===== config.mk =====
export PLATFORM = sky130hd
export DESIGN_NAME = bus_xcvr_cell
export DESIGN_NICKNAME = d
export VERILOG_FILES = /design/src/rtl/bxc_pkg.sv /design/src/rtl/bxc_edge_det.sv /design/src/rtl/bxc_keeper.sv /design/src/rtl/bxc_path.sv /design/src/rtl/bus_xcvr_cell.sv
export SDC_FILE = /design/constraint.sdc
export NUM_CORES = 1
export LEC_CHECK = 0
export BUFFER_PORTS_ARGS = -buffer_cell sky130_fd_sc_hd__buf_2
export CORE_UTILIZATION = 25
export DETAILED_ROUTE_END_ITERATION = 10
export PLACE_DENSITY = 0.55
export SYNTH_ARGS = -nofsm -noshare
export SYNTH_HDL_FRONTEND = slang
export SYNTH_SLANG_ARGS = --single-unit

===== constraint.sdc =====
create_clock -name clk -period 2 [get_ports clk]
set_input_delay 0.2 -clock clk [delete_from_list [all_inputs] [get_ports clk]]
set_output_delay 0.2 -clock clk [all_outputs]
set_load 0.03 [all_outputs]

===== src/rtl/bxc_pkg.sv =====
package bxc_pkg;

  typedef enum logic [1:0] {
    XF_HOLD    = 2'd0,
    XF_PASS    = 2'd1,
    XF_CAPTURE = 2'd2
  } xfer_mode_e;

  // A rise is a 0 sample followed by a 1 sample.
  function automatic logic is_rise(input logic prev_s, input logic cur_s);
    return (~prev_s) & cur_s;
  endfunction

  // Pass wins over a strobe rise; otherwise a rise captures, else hold.
  function automatic xfer_mode_e decode_mode(input logic pass, input logic rise);
    if (pass)      return XF_PASS;
    else if (rise) return XF_CAPTURE;
    else           return XF_HOLD;
  endfunction

endpackage


===== src/rtl/bxc_edge_det.sv =====
module bxc_edge_det #(
  parameter logic RST_LEVEL = 1'b1
) (
  input  logic clk,
  input  logic rst,
  input  logic lvl,
  output logic rise
);
  import bxc_pkg::*;

  logic prev_q;

  always_ff @(posedge clk) begin
    if (rst) prev_q <= RST_LEVEL;
    else     prev_q <= lvl;
  end

  assign rise = is_rise(prev_q, lvl);

endmodule


===== src/rtl/bxc_keeper.sv =====
module bxc_keeper #(
  parameter int W = 18
) (
  input  logic         clk,
  input  logic         rst,
  input  logic         ext_drv,
  input  logic [W-1:0] pin,
  output logic [W-1:0] keep,
  output logic [W-1:0] seen
);
  logic [W-1:0] keep_q;

  always_ff @(posedge clk) begin
    if (rst)          keep_q <= '0;
    else if (ext_drv) keep_q <= pin;
  end

  assign keep = keep_q;
  assign seen = ext_drv ? pin : keep_q;

endmodule


===== src/rtl/bxc_path.sv =====
module bxc_path #(
  parameter int W             = 18,
  parameter bit OE_ACTIVE_LOW = 1'b0
) (
  input  logic               clk,
  input  logic               rst,
  input  logic               pass,
  input  logic               strobe,
  input  logic               oe_req,
  input  logic [W-1:0]       din,
  output logic [W-1:0]       dout,
  output logic               oe,
  output logic               rise_evt,
  output bxc_pkg::xfer_mode_e mode
);
  import bxc_pkg::*;

  logic [W-1:0] store_q;

  bxc_edge_det #(.RST_LEVEL(1'b1)) u_edge (
    .clk  (clk),
    .rst  (rst),
    .lvl  (strobe),
    .rise (rise_evt)
  );

  assign mode = decode_mode(pass, rise_evt);

  always_ff @(posedge clk) begin
    if (rst) begin
      store_q <= '0;
    end else begin
      case (mode)
        XF_PASS, XF_CAPTURE: store_q <= din;
        default:             store_q <= store_q;
      endcase
    end
  end

  assign dout = (mode == XF_PASS) ? din : store_q;

  generate
    if (OE_ACTIVE_LOW) begin : g_oe_low
      assign oe = ~oe_req;
    end else begin : g_oe_high
      assign oe = oe_req;
    end
  endgenerate

endmodule


===== src/rtl/bus_xcvr_cell.sv =====
module bus_xcvr_cell #(
  parameter int WIDTH = 18
) (
  input  logic             clk,
  input  logic             rst,
  input  logic [WIDTH-1:0] a_in,
  input  logic             a_ext_drv,
  input  logic [WIDTH-1:0] b_in,
  input  logic             b_ext_drv,
  input  logic             ab_pass,
  input  logic             ab_strobe,
  input  logic             ab_drive_en,
  input  logic             ba_pass,
  input  logic             ba_strobe,
  input  logic             ba_drive_n,
  output logic [WIDTH-1:0] a_out,
  output logic             a_oe,
  output logic [WIDTH-1:0] b_out,
  output logic             b_oe,
  output logic [WIDTH-1:0] a_keep,
  output logic [WIDTH-1:0] b_keep
);
  import bxc_pkg::*;

  localparam int NPORT = 2;   // index 0 = port A, 1 = port B
  localparam int NDIR  = 2;   // index 0 = A to B, 1 = B to A

  logic [NPORT-1:0][WIDTH-1:0] pin_in;
  logic [NPORT-1:0][WIDTH-1:0] keep_w;
  logic [NPORT-1:0][WIDTH-1:0] src_bus;
  logic [NPORT-1:0]            ext_w;

  logic [NDIR-1:0][WIDTH-1:0]  dir_dout;
  logic [NDIR-1:0]             dir_pass, dir_strobe, dir_oe_req, dir_oe, dir_rise;
  xfer_mode_e                  dir_mode [NDIR];

  assign pin_in = {b_in, a_in};
  assign ext_w  = {b_ext_drv, a_ext_drv};

  assign dir_pass   = {ba_pass, ab_pass};
  assign dir_strobe = {ba_strobe, ab_strobe};
  assign dir_oe_req = {ba_drive_n, ab_drive_en};

  generate
    for (genvar p = 0; p < NPORT; p++) begin : g_port
      bxc_keeper #(.W(WIDTH)) u_keep (
        .clk     (clk),
        .rst     (rst),
        .ext_drv (ext_w[p]),
        .pin     (pin_in[p]),
        .keep    (keep_w[p]),
        .seen    (src_bus[p])
      );
    end

    for (genvar d = 0; d < NDIR; d++) begin : g_dir
      bxc_path #(.W(WIDTH), .OE_ACTIVE_LOW(d == 1)) u_path (
        .clk      (clk),
        .rst      (rst),
        .pass     (dir_pass[d]),
        .strobe   (dir_strobe[d]),
        .oe_req   (dir_oe_req[d]),
        .din      (src_bus[d]),
        .dout     (dir_dout[d]),
        .oe       (dir_oe[d]),
        .rise_evt (dir_rise[d]),
        .mode     (dir_mode[d])
      );
    end
  endgenerate

  assign b_out  = dir_dout[0];
  assign b_oe   = dir_oe[0];
  assign a_out  = dir_dout[1];
  assign a_oe   = dir_oe[1];
  assign a_keep = keep_w[0];
  assign b_keep = keep_w[1];

endmodule


==> impl_metrics.json <==
{
  "worst_pin_slew_ps": 648,
  "synth-edff-count": 0,
  "postCtsSetupBuffers": 0,
  "critical_path_arrival_ps": 1430,
  "drv_cap": 0,
  "ios": 120,
  "grt_pass1_wl_mm": 12.7,
  "post-place-cells": 530,
  "io_buffers": 117,
  "grt_max_degree": 38,
  "synth_top_family_by_area": "compound AO/OA/AOI/OAI gates",
  "cts_buffer_depth": 2,
  "synth_top_area_frac": 0.488,
  "p_leak_uw": 0.00186,
  "syn_to_final_growth_pct": 30.0,
  "dr.pass1.iters": 7,
  "status": "complete, but fails checks",
  "coreArea_um2": 11600,
  "initial_core_util": 0.261,
  "synth_seq_cells": 74,
  "min_path_type": "in -> reg",
  "routedWlPerCell_um": 14.1,
  "finalSetupViolCount": 0,
  "fin_tns_setup_ps": 0,
  "synth_mux_area_frac": 0.119,
  "clock_skew_ps": 5.41,
  "cts_hold_buffers": 0,
  "post-place-ws_ps": 334,
  "drtIter0Drc": 149,
  "violations": "DRC",
  "netlist_instances": 290,
  "drive_gt1_frac": 0.417,
  "rows": 39,
  "track_usage": 0.128,
  "ys.flop_type": "dfxtp_1",
  "synth_simple_gate_area_frac": 0.109,
  "numCtsBuffers": 9,
  "period_share": 0.817,
  "setup_slack_ps": 366,
  "crit_required_ps": 1800,
  "cts_root_buf": "clkbuf_16",
  "detail-route-antenna-nets": 0,
  "synthArstFlopShare": 0,
  "timing.hold.ws_ps": 77.8,
  "ys_seq_area_frac": 0.488,
  "relSlewSlack": 0.568,
  "synth_compound_area_frac": 0.211,
  "cts_tree": "done",
  "worstSetupEndpointType": "primary output",
  "yosys_warnings": 0,
  "cts.repair.resized": 0,
  "grt-ovfl-total": 0,
  "die_h_um": 112,
  "critical_path_class": "in -> out",
  "clkTransAtPathRegs_ps": 60,
  "fmaxAchievable_mhz": 612,
  "h-tree-depth": 3,
  "ir_drop_uv": 391,
  "stdcell_count": 546,
  "syn-num-nets": 336,
  "die_area_um2": 12600,
  "start_kind": "input port",
  "drt-total-wl_mm": 7.71,
  "hold_viol_final": 0,
  "fill_cells": 1213,
  "gp_congestion": 0.735,
  "nNetsFinal": 444,
  "viasPerCell": 4.59,
  "crit_fanout": 18,
  "cts_num_sinks": 74,
  "synth_largest_area_cell": "dfxtp_1",
  "syn_avg_cell_area_um2": 10.5,
  "syn-cell-area_um2": 3030,
  "synth_cell_types": 17,
  "post-route-drc-count": 10,
  "post-dp-hpwl_mm": 5.36,
  "die_w_um": 112,
  "synthAdderAreaFrac": 0,
  "synth_xor_area_frac": 0,
  "power.density_nw_per_um2": 993,
  "synth_area_leaders": "dfxtp_1 49%, mux2i_1 12%, a221oi_2 11%",
  "antenna_found_initial": 0,
  "finalMaxSlewViolations": 0,
  "grt_pass1_vias": 2605,
  "clkLatencyLatePin_ps": 330,
  "rsz0062_at_grt": "no",
  "num_antenna_cells": 0,
  "vias": 2506,
  "post-route-min-period_ps": 1630
}
==> sequential cells by signal, summed over array words and instances (netlist names) <==
| name | count |
|---|---|
| g_dir.u_path.store_q | 36 |
| g_dir.u_path.u_edge.prev_q | 2 |
| g_port.u_keep.keep | 36 |
==> logic make-up after synthesis <==
family	Yosys count
AND/OR/NAND/NOR	78
flip-flops	74
AO/OA/AOI/OAI	72
multiplexers	36
buffers and inverters	30
==> final cells by class <==
class	count	area [um^2]	share of cell area
clock inverters	2	10.0	0.00254
well taps	143	179	0.0454
inverters	1	3.75	0.000952
repair buffers	126	666	0.169
multi-input cells	186	1330	0.337
clock buffers	14	274	0.0695
flip-flops and latches	74	1480	0.376
==> stage by stage <==
step / cell area, um^2 / utilization / total power, uW
CTS: 3940 / 0.340 / 3980
finish: 3940 / 0.340 / 3910
floorplan: 3030 / - / 2210
detailed placement: 3660 / 0.315 / 2420
global placement: 3660 / 0.315 / 2410
global route: 3940 / 0.340 / 4100
==> where the power goes <==
group          switching [uW]  leakage (uW)  internal, uW
Clock                     597      0.000143           939
Combinational             520       0.00110           246
Sequential               35.1      0.000613          1580
Total                    1150       0.00186          2760
==> worst max-delay path, stage by stage <==
cell and delay [ps]:
buf_2 470, mux2i_1 430, a21oi_1 130, buf_2 190
==> cell usage after synthesis (3+ instances only) <==
library cell  instances
dfxtp_1              74
clkbuf_1              5
mux2i_1              36
nand2b_4              3
buf_2                 8
a21oi_1              36
nor2_1               72
a221oi_2             23
buf_4                 6
a221oi_1             13
buf_6                 5
==> path summary, 6_finish.rpt <==
kind	to	cells after the start	start	slack, ps
setup / recovery	a_out[4]	4	b_ext_drv	370
hold / removal	g_dir[0].u_path.u_edge.prev_q$_SDFF_PP1_	2	ab_strobe	80
setup reg to reg	g_dir[1].u_path.store_q[12]$_SDFFE_PP0P_	3	g_dir[1].u_path.u_edge.prev_q$_SDFF_PP1_	630
hold reg to reg	g_port[0].u_keep.keep[6]$_SDFF_PP0_	2	g_port[0].u_keep.keep[6]$_SDFF_PP0_	540
==> routing by layer <==
metal,share of wire,vias up,track usage
li1,-,1251,-
met1,0.45,1176,0.152
met2,0.46,71,0.209
met3,0.076,8,0.0502
met4,0.012,0,0.0453
met5,0,-,0
==> cells in the final DEF, fill, tap and decap left out <==
master	count
inv_1	1
clkbuf_16	9
a221oi_1	13
or2_2	2
a21oi_1	36
a221oi_2	23
mux2i_1	36
clkbuf_8	3
buf_4	8
nor2_1	72
buf_2	117
nand2b_4	3
clkinv_2	2
dfxtp_1	74
nand2b_1	1
clkbuf_1	2
buf_12	1
Note: power is estimated with default switching activity, not from simulation.
